[src/rtl/srf_pkg.sv]
package srf_pkg;
  localparam int unsigned CHAR_W = 8;
  typedef logic [CHAR_W-1:0] char_t;
  typedef struct packed {
    char_t data;
    logic  err;
  } rx_chr_t;
endpackage

[src/rtl/srf_parity.sv]
module srf_parity #(
  parameter int unsigned W = 8
) (
  input  logic [W-1:0] data_i,
  input  logic         par_i,
  input  logic         en_i,
  input  logic         odd_i,
  output logic         err_o
);
  assign err_o = en_i & ((^{data_i, par_i}) != odd_i);
endmodule

[src/rtl/srf_ctrl_match.sv]
module srf_ctrl_match #(
  parameter int unsigned N     = 8,
  parameter int unsigned W     = 8,
  localparam int unsigned IDX_W = (N > 1) ? $clog2(N) : 1
) (
  input  logic [W-1:0]   data_i,
  input  logic [N*W-1:0] chars_i,
  input  logic [N-1:0]   en_i,
  output logic           hit_o,
  output logic [IDX_W-1:0] idx_o
);
  logic [N-1:0] match;

  for (genvar g = 0; g < N; g++) begin : g_cmp
    assign match[g] = en_i[g] && (chars_i[g*W +: W] == data_i);
  end

  // lowest index wins
  always_comb begin
    hit_o = |match;
    idx_o = '0;
    for (int i = N - 1; i >= 0; i--) begin
      if (match[i]) idx_o = IDX_W'(i);
    end
  end
endmodule

[src/rtl/srf_err_cnt.sv]
module srf_err_cnt #(
  parameter int unsigned W = 16
) (
  input  logic         clk_i,
  input  logic         rst_ni,
  input  logic         clr_i,
  input  logic         inc_i,
  output logic [W-1:0] cnt_o
);
  localparam logic [W-1:0] MAX = '1;

  always_ff @(posedge clk_i or negedge rst_ni) begin
    if (!rst_ni)                     cnt_o <= '0;
    else if (clr_i)                  cnt_o <= '0;
    else if (inc_i && cnt_o != MAX)  cnt_o <= cnt_o + 1'b1;
  end
endmodule

[src/rtl/sync_rx_filter.sv]
module sync_rx_filter
  import srf_pkg::*;
#(
  parameter int unsigned N_CTRL = 8,
  parameter int unsigned CNT_W  = 16,
  localparam int unsigned IDX_W = (N_CTRL > 1) ? $clog2(N_CTRL) : 1
) (
  input  logic                     clk_i,
  input  logic                     rst_ni,
  input  logic                     transp_i,
  input  logic [CHAR_W-1:0]        sync_char_i,
  input  logic [CHAR_W-1:0]        dle_char_i,
  input  logic                     par_en_i,
  input  logic                     par_odd_i,
  input  logic [N_CTRL*CHAR_W-1:0] ctrl_char_i,
  input  logic [N_CTRL-1:0]        ctrl_en_i,
  input  logic                     in_vld_i,
  input  logic [CHAR_W-1:0]        in_data_i,
  input  logic                     in_par_i,
  input  logic                     cnt_clr_i,
  output logic                     out_vld_o,
  output logic [CHAR_W-1:0]        out_data_o,
  output logic                     out_par_err_o,
  output logic                     out_ctrl_hit_o,
  output logic [IDX_W-1:0]         out_ctrl_idx_o,
  output logic [CNT_W-1:0]         par_err_cnt_o
);
  logic    in_err;
  logic    is_sync, is_dle;
  logic    esc_q, esc_n, esc_err_q, esc_err_n;
  logic    rel_q, rel_n;
  rx_chr_t rel_c_q, rel_c_n;
  logic    emit_n, out_vld_q;
  rx_chr_t emit_c, out_c_q;
  logic    hit;

  srf_parity #(.W(CHAR_W)) u_par (
    .data_i (in_data_i),
    .par_i  (in_par_i),
    .en_i   (par_en_i),
    .odd_i  (par_odd_i),
    .err_o  (in_err)
  );

  assign is_sync = (in_data_i == sync_char_i);
  assign is_dle  = (in_data_i == dle_char_i);

  always_comb begin
    emit_n    = 1'b0;
    emit_c    = '0;
    esc_n     = esc_q;
    esc_err_n = esc_err_q;
    rel_n     = rel_q;
    rel_c_n   = rel_c_q;
    if (in_vld_i) begin
      if (!transp_i) begin
        esc_n = 1'b0;
        if (!is_sync) begin
          emit_n = 1'b1;
          emit_c = '{data: in_data_i, err: in_err};
        end
      end else if (!esc_q) begin
        if (is_dle) begin
          esc_n     = 1'b1;
          esc_err_n = in_err;
        end else begin
          emit_n = 1'b1;
          emit_c = '{data: in_data_i, err: in_err};
        end
      end else begin
        esc_n = 1'b0;
        if (is_dle) begin
          emit_n = 1'b1;
          emit_c = '{data: dle_char_i, err: esc_err_q | in_err};
        end else if (!is_sync) begin
          // escape first, the following character one slot later
          emit_n  = 1'b1;
          emit_c  = '{data: dle_char_i, err: esc_err_q};
          rel_n   = 1'b1;
          rel_c_n = '{data: in_data_i, err: in_err};
        end
      end
    end else if (rel_q) begin
      emit_n = 1'b1;
      emit_c = rel_c_q;
      rel_n  = 1'b0;
    end
  end

  always_ff @(posedge clk_i or negedge rst_ni) begin
    if (!rst_ni) begin
      esc_q     <= 1'b0;
      esc_err_q <= 1'b0;
      rel_q     <= 1'b0;
      rel_c_q   <= '0;
      out_vld_q <= 1'b0;
      out_c_q   <= '0;
    end else begin
      esc_q     <= esc_n;
      esc_err_q <= esc_err_n;
      rel_q     <= rel_n;
      rel_c_q   <= rel_c_n;
      out_vld_q <= emit_n;
      if (emit_n) out_c_q <= emit_c;
    end
  end

  srf_ctrl_match #(.N(N_CTRL), .W(CHAR_W)) u_match (
    .data_i  (out_c_q.data),
    .chars_i (ctrl_char_i),
    .en_i    (ctrl_en_i),
    .hit_o   (hit),
    .idx_o   (out_ctrl_idx_o)
  );

  srf_err_cnt #(.W(CNT_W)) u_cnt (
    .clk_i  (clk_i),
    .rst_ni (rst_ni),
    .clr_i  (cnt_clr_i),
    .inc_i  (out_vld_q & out_c_q.err),
    .cnt_o  (par_err_cnt_o)
  );

  assign out_vld_o      = out_vld_q;
  assign out_data_o     = out_c_q.data;
  assign out_par_err_o  = out_vld_q & out_c_q.err;
  assign out_ctrl_hit_o = out_vld_q & hit;
endmodule

[config.mk]
export PLATFORM = sky130hd
export DESIGN_NAME = sync_rx_filter
export DESIGN_NICKNAME = d
export VERILOG_FILES = /design/src/rtl/srf_pkg.sv /design/src/rtl/srf_parity.sv /design/src/rtl/srf_ctrl_match.sv /design/src/rtl/srf_err_cnt.sv /design/src/rtl/sync_rx_filter.sv
export SDC_FILE = /design/constraint.sdc
export NUM_CORES = 1
export LEC_CHECK = 0
export ABC_CLOCK_PERIOD_IN_PS = 1760
export BUFFER_PORTS_ARGS = -buffer_cell sky130_fd_sc_hd__buf_2
export CAP_MARGIN = 10
export CORE_AREA = 8 8 123 125
export CTS_CLUSTER_SIZE = 25
export DETAILED_ROUTE_END_ITERATION = 10
export DIE_AREA = 0 0 131 133
export HOLD_SLACK_MARGIN = 0.02
export PLACE_DENSITY_LB_ADDON = 0.1
export SLEW_MARGIN = 20
export SYNTH_ARGS = -nofsm -noshare
export SYNTH_HDL_FRONTEND = slang
export SYNTH_SLANG_ARGS = --single-unit
[constraint.sdc]
create_clock -name clk_i -period 1.76 [get_ports clk_i]
set_input_delay 0.088 -clock clk_i [delete_from_list [all_inputs] [get_ports clk_i]]
set_output_delay 0.088 -clock clk_i [all_outputs]
set_load 0.02 [all_outputs]
==> out/results.txt, run 1 <==
For the smallest hold slack, the log shows 75.02 ps. Each instance of the synthesized netlist takes up on average 8.932 um2. The clock transition at the registers of the reported paths came out at 60 ps. Setup repair after global routing could not meet its margin everywhere. The share of layout cells above drive strength 1 came out at 48.99%.

Of the total synthesized cell area, the portion taken by XOR and XNOR cells is 28.91%. The area share of the leading cell type in the synthesized netlist was 29.57%; the number of iterations in the first detailed-routing pass was 5. Summed over all layers, the routed wires come to 11.62 mm. CTS placed an instance of sky130_fd_sc_hd__clkbuf_16 at the clock tree root. After the last flow step, the layout net total stands at 647. Summed over all layers, the global routing overflow is 0. The buffer depth of the longest clock path was 2; the core area was 13090 um2. At the worst endpoint, the arrival time is 2090 ps.

The run gives 0 as the antenna violation net count after detailed routing. Max-cap violations in this run came to 0. The cell count after synthesis came out at 360. Combinational cells account for 36.0% of the total power. The adder-cell share of the synthesized area is 0.3891%. The checks that failed: setup timing.

The logs give 280 ps for the clock latency of the later-clocked register in the worst-skew pair and 2.389 nW for the static leakage. The most frequent cell after synthesis was sky130_fd_sc_hd__xnor2_1. The number of buffers added on ports was 133. The compound-cell area share of the yosys netlist is 9.455%. The commonest cells after synthesis are 53 x sky130_fd_sc_hd__xnor2_1, 45 x sky130_fd_sc_hd__xor2_1, 38 x sky130_fd_sc_hd__dfrtp_1. The total number of clock tree sinks is 38, and the initial antenna violation count is 0. The worst setup path is launched from a flop. The H-tree was split into 2 levels.

The switching share of total power is 31.60%, and the layout overhead on the synthesized area is 52.30%. The tools report the final count of negative-setup-slack endpoints as 4. The simple-gate share of the synthesized area is 16.89%, and the maximum number of pins on one net before global-route repair is 39. Summed over all nets, the switching power comes to 0.9442 mW. The count of pins over their slew limit is 0. Sorting the synthesized cells by area gives the leading types as sky130_fd_sc_hd__dfrtp_1 30%, sky130_fd_sc_hd__xnor2_1 14%, sky130_fd_sc_hd__xor2_1 12%, sky130_fd_sc_hd__mux2_2 3.5%, sky130_fd_sc_hd__mux2i_1 3.1%. The logs give 42 for the number of rows in the core area and 200 for the number of DRC markers after the initial detailed-route iteration. The tools report the number of placed cells counting well taps as 703.

The number of standard cells in the layout, taps in and fillers out is 719, and the required time at the endpoint of the critical path is 1670 ps. VDD sags by at most 0.0003577 V. The tools report the number of endpoints with negative hold slack in the final report as 0.

The cell taking the most area after synthesis was sky130_fd_sc_hd__dfrtp_1. The global-route usage over all layers is 13.03%. TritonCTS built the clock tree. In the synthesized netlist the async set-or-reset flop fraction comes to 100.0%.

The synthesized netlist occupies a cell area of 3216 um2. The first global-routing pass estimated 18.01 mm of wire. The tightest min-delay check is of the in -> reg type. The maximum operating frequency was 459.8 MHz; the slew at the pin closest to its max-slew limit was 762.6 ps.

During synthesis, Yosys emitted a total of 0 warnings. Of all nets on the critical path, the largest fanout is 8. For the final database, setup skew stands at 4.886 ps.

Dividing the detail-routed wire length by the instance count gives 16.15 um. TritonCTS created 5 clock buffers. The repair_antennas step left the layout with diodes totalling 0. The die outline area came out at 17420 um2. In this run the tightest slew margin relative to its limit is 49.06%.

The cell depth of the worst flop-to-flop path works out to 4. 134 I/O pins were placed. Dividing the detail-routed via count by the number of cells gives 4.367. The wire-length estimate of the detail-placed layout is 9.629 mm.

After synthesis, the largest family of logic cells by area is XOR/XNOR gates. For this run, the leading register cell type out of synthesis is sky130_fd_sc_hd__dfrtp_1. The die boundary height is 133 um.

The tools report the smallest setup slack after layout as -415.0 ps. Yosys mapped a number of flops with a built-in enable equal to 0. The initial core utilization was 24.57%. Measured along the x axis, the die boundary spans 131 um. The run gives 465 as the post-synth net total. The final estimated routing congestion in global placement came out at 0.8384.

The worst setup path is captured at a primary output. The instance count along the most critical hold path is 2. For this run, design rule violations remaining after detail routing come to 0.

The multiplexer share of the synthesized area was 6.615%; the number of flip-flops and latches in the synthesized netlist was 38. The run gives 3388 as the via count of the first global-routing pass. The internal portion of the total power is 2.044 mW. Type of the worst setup path: reg -> out.

The flow ran to the end, but the final reports show violations. The count of vias placed by the detailed router was 3140. The final period demand of the worst path is 2175 ps, and the number of distinct library cell variants in the gate-level netlist after synthesis is 45.

The tools report the fraction of the yosys area taken by sequential cells as 29.57%. The final-layout setup total negative slack is -1560 ps, and the ratio of total power to cell area is 610.1 nW/um2. The fraction of power consumed by sequential logic was 33.0%; the proportion of power drawn by the clock network was 31.0%. After layout, the worst path uses 123.6% of the clock period.
==> stage by stage <==
| stage | area, um2 | worst slack, ps | total power [mW] | util [%] |
|---|---|---|---|---|
| after CTS | 4791 | -430.7 | 2.998 | 36.61 |
| after global routing | 4897 | -543.6 | 3.156 | 37.43 |
| after floorplan | 3248 | -32.65 | 1.565 | - |
| final | 4897 | -415.0 | 2.988 | 37.43 |
| after global placement | 4484 | -291.7 | 1.995 | 34.27 |
| after detailed placement | 4484 | -346.4 | 1.998 | 34.27 |
==> power by group through the flow <==
stage | Combinational, mW | Sequential, mW | Clock (mW)
finish | 1.08 | 0.987 | 0.925
detailed placement | 0.997 | 1.00 | 0
CTS | 1.05 | 0.990 | 0.957
global route | 1.17 | 0.995 | 0.995
global placement | 0.997 | 0.999 | 0
floorplan | 0.605 | 0.959 | 0
==> registers in the layout, summed over array words and instances, names as in the netlist <==
register and flops:
u_cnt.cnt_o 16, esc_err_q 1, esc_q 1, rel_q 1
out_data_o 8, out_c_q 1, out_vld_o 1, rel_c_q 9
==> layout by cell type (no fill, tap or decap), drive strengths merged, types with 2 or more instances in the layout <==
cell type  Yosys  layout
o31ai          2       2
buf           20     205
and2           2       2
nand3         10      10
o21ai          6       6
nor3b          2       2
nor4           6       6
a31oi          2       2
xor2          45      45
clkbuf        11       6
o211ai         2       2
nor2          25      25
nor2b          3       3
nor3          11      11
nand4         15      15
a222oi         8       8
dfrtp         38      38
mux2          10      10
o22ai          8       8
a21oi          2       2
inv           24      24
mux2i         10      10
xnor2         56      56
nand2         24      24
a21o           4       4
and3           2       2
==> critical path, cell delays in order (launching register included) <==
cell                      delay, ps
sky130_fd_sc_hd__dfrtp_2        500
sky130_fd_sc_hd__buf_6          150
sky130_fd_sc_hd__xor2_1         130
sky130_fd_sc_hd__nor3_1         190
sky130_fd_sc_hd__nand4_1        210
sky130_fd_sc_hd__o21ai_1        180
sky130_fd_sc_hd__a21oi_1         90
sky130_fd_sc_hd__o21ai_1        180
sky130_fd_sc_hd__buf_4          170
==> area by class of cell <==
cell class              count  area [um2]
repair buffers            206        1299
clock inverters             2       12.51
well taps                 176       220.2
fillers                  1389        8188
multi-input cells         267        2177
flip-flops and latches     38       959.7
inverters                  24       90.09
clock buffers               6       138.9
==> logic make-up (layout without fill, tap and decap cells) <==
family                   count (synthesis)  after routing
flip-flops                              38             38
AND/OR/NAND/NOR                        104            104
AO/OA/AOI/OAI                           40             40
multiplexers                            20             20
XOR/XNOR                               102            102
adder cells (fa/ha/maj)                  1              1
buffers and inverters                   55            238
==> metal layers <==
metal	up-vias	GRT usage, %	wire (um)
li1	1574	-	-
met1	1437	17.29	5520
met2	123	20.55	5056
met3	6	3.174	947
met4	0	3.127	90
met5	-	0	0
==> final timing paths <==
kind | from | slack [ps] | to
max | out_data_o[3] | -410 | out_ctrl_idx_o[0]
min | in_vld_i | 80 | rel_q
max reg2reg | rel_q | 150 | out_data_o[5]
min reg2reg | rel_q | 480 | rel_q
max in group asynchronous | rst_ni | 970 | out_data_o[6]
min in group asynchronous | rst_ni | 400 | u_cnt.cnt_o[2]
==> repair_timing <==
action                                  CTS  global route
setup buffers                             1             6
resized for setup                        34            15
endpoints found under the hold margin    38             0
endpoints found under the setup margin   12            21
hold buffers                              1             0
pin swaps                                11            12
(Power assumes the default switching activity.)
==> inputs of run 2 (changes only) <==
- BUFFER_PORTS_ARGS: -buffer_cell sky130_fd_sc_hd__buf_2 -> -buffer_cell sky130_fd_sc_hd__buf_4
- CTS_CLUSTER_SIZE: 25 -> 14
==> run 2 against run 1 <==
Effect of this change:
- utilization rose by 1.9 points
- the flow still finishes with violations (setup timing)
- via count shrank 0.61%
- critical path type unchanged
- clock skew is 1.5 ps higher
- clock-buffer cell count is 1 higher
==> out/results.txt, run 2 (same netlist as run 1, synthesis figures left out) <==
The total inserted antenna cells came out at 0. The worst pin sits at a relative slew slack of 50.74%. The power share of the combinational group is 37.6%, and the smallest hold slack is 54.18 ps.

The internal power of the cells totals 2.105 mW. In the final design database the tool counted 647 nets. Routability-driven placement finished with a final weighted congestion of 0.8263. The tree built by TritonCTS fans out to 38 sinks. Setup repair after global routing could not meet its margin everywhere. At the later pin of the worst-skew pair, clock insertion delay measures 280 ps.

Smallest setup slack after layout: -415.4 ps. Nature of the critical path startpoint: a flop. The layout overhead on the synthesized area came out at 60.12%. The clock transition at the registers of the reported paths came out at 50 ps. For the final database, setup skew stands at 6.419 ps.

The library cells used most frequently in the layout, excluding fill and tap cells, are 198 x sky130_fd_sc_hd__buf_4, 50 x sky130_fd_sc_hd__xnor2_1, 45 x sky130_fd_sc_hd__xor2_1. Dividing the final minimum period by the clock period gives 123.6%. The initial core utilization was 24.57%.

The tools report the antenna violation net count after detailed routing as 0. The first global-routing pass estimated 18.37 mm of wire. Share of layout cells above drive strength 1: 47.70%. The critical path in this run is classified as reg -> out. Once layout is complete, the cells apart from fillers number 719. The die outline area is 17420 um2. The tools report the clock tree root buffer cell as sky130_fd_sc_hd__clkbuf_16. VDD sags by at most 0.0002804 V. The width of the chip came out at 131 um.

Across all register-to-register paths, the minimum setup slack is 120 ps. For the net switching power of the design, the log shows 0.9098 mW. The slowest stage of the critical path belongs to the cell sky130_fd_sc_hd__dfrtp_2. The average detailed-routed wire length per instance works out to 16.25 um.

The initial antenna violation count came out at 0. The number of top-level pins is 134. The count of pins over their slew limit was 0. Broken down by cell family, the worst path's largest delay share belongs to simple AND/OR/NAND/NOR gates. The core region is 13090 um2. The flip-flop count of the largest register, all copies and words added is 16, and the final count of negative-setup-slack endpoints is 4. The number of endpoints with negative hold slack in the final report was 0.

The buffering stage count on the worst path with inverters included is 1, and the fraction of power consumed by sequential logic is 32.6%. The worst slack after detailed placement is -368.9 ps, and the critical path's largest stage delay is 500 ps. The H-tree was split into 2 levels.

The required time at the endpoint of the critical path is 1670 ps. In this run the power density over the cells is 585.5 nW/um2. The proportion of power drawn by the clock network is 29.8%, and the critical-path maximum fanout is 8.

The tightest min-delay check is of the in -> reg type. Based on the critical path, the design can be clocked at up to 459.7 MHz. The checks that failed: setup timing. The detailed router placed 3121 vias in this run. After detailed placement, the design holds a cell count of 701. STA classifies the critical path endpoint as a primary output. At the pin with the least slew margin, the transition time is 737.4 ps. The total design power is 3.015 mW.

The buffer depth of the longest clock path was 2. The switching share of total power came out at 30.18%. TritonCTS built the clock tree. Data arrives at the worst endpoint at 2090 ps. The via count of the first global-routing pass is 3381. The total overflow left after global routing is 0.

For this block, the initial DRC count from the detailed router was 168. For this run, design rule violations remaining after detail routing come to 0. The CTS buffer count was 5. The tool flagged a number of max-cap violations equal to 0.

In the final timing run, aggregate negative setup slack is -1468 ps. The final period demand of the worst path is 2175 ps, and the maximum number of pins on one net before global-route repair is 39. Ranked by flip-flop count, first place goes to u_cnt.cnt_o. Summed over all nets, the half-perimeter wirelength after detailed placement is 9.619 mm. Walking the worst path, the cells encountered are xor2_1 -> nor4_2 -> nand4_1 -> and2_4 -> nor2b_2 -> a31oi_2 -> buf_4.

Before antenna repair, the detailed router went through 5 iterations. The flow ran to the end, but the final reports show violations. The static leakage was 2.474 nW. The count of buffers added on input and output ports is 133. Global routing consumed, over all layers together, 13.25% of the routing resources. The die is 133 um tall. Most frequent standard cell in the layout excluding fill and tap cells: sky130_fd_sc_hd__buf_4. Wires add up to 11.69 mm.

In this run the core area contains 42 standard-cell rows. Ratio of routed vias to standard cells: 4.341.
[run 2: power groups by stage]
| stage | Clock (mW) | Sequential [mW] | Combinational [mW] |
|---|---|---|---|
| 6_report | 0.898 | 0.983 | 1.13 |
| 5_1_grt | 0.979 | 0.993 | 1.23 |
| 4_1_cts | 0.939 | 0.986 | 1.12 |
| 3_5_place_dp | 0 | 1.00 | 1.06 |
| 3_3_place_gp | 0 | 1.00 | 1.06 |
| 2_1_floorplan | 0 | 0.959 | 0.605 |
[run 2: layer usage]
| layer | part of all wire (%) | track usage [%] | wire length, um |
|---|---|---|---|
| met3 | 8.3 | 3.536 | 965 |
| met2 | 44 | 20.52 | 5184 |
| met5 | 0 | 0 | 0 |
| met1 | 47 | 17.82 | 5486 |
| met4 | 0.41 | 2.872 | 48 |
[run 2: path summary, 6_finish.rpt]
| path | startpoint | endpoint | cells after the start |
|---|---|---|---|
| min in group asynchronous | rst_ni | u_cnt.cnt_o[14] | 2 |
| min reg2reg | rel_q | rel_q | 1 |
| max in group asynchronous | rst_ni | out_data_o[7] | 2 |
| min | in_vld_i | rel_q | 2 |
| max | out_data_o[3] | out_ctrl_hit_o | 7 |
| max reg2reg | u_cnt.cnt_o[0] | u_cnt.cnt_o[10] | 7 |
[run 2: cell type report]
cell class,instances,area (um2)
clock buffers,7,142.6
clock inverters,1,5.005
fillers,1342,7936
inverters,24,90.09
multi-input cells,267,2131
flip-flops and latches,38,958.4
well taps,176,220.2
repair buffers,206,1602
[run 2: per-stage QoR]
stage | cell area (um2) | util, %
floorplan | 3248 | -
global placement | 4790 | 36.60
detailed placement | 4790 | 36.60
CTS | 5057 | 38.65
global route | 5149 | 39.35
finish | 5149 | 39.35
[run 2: worst reg2reg max path: stages (launching register included)]
cell                      delay (ps)
sky130_fd_sc_hd__dfrtp_1         350
sky130_fd_sc_hd__ha_1            180
sky130_fd_sc_hd__nand2_1          80
sky130_fd_sc_hd__or2_2           340
sky130_fd_sc_hd__nor3b_4         260
sky130_fd_sc_hd__nand4_1         140
sky130_fd_sc_hd__xor2_1          140
sky130_fd_sc_hd__nor2_1           50
[run 2: repair_timing]
item / CTS / global route
pin swaps: 7 / 11
setup buffers: 7 / 2
endpoints found under the hold margin: 38 / 0
resized for setup: 17 / 16
hold buffers: 1 / 0
setup endpoints to repair: 5 / 9
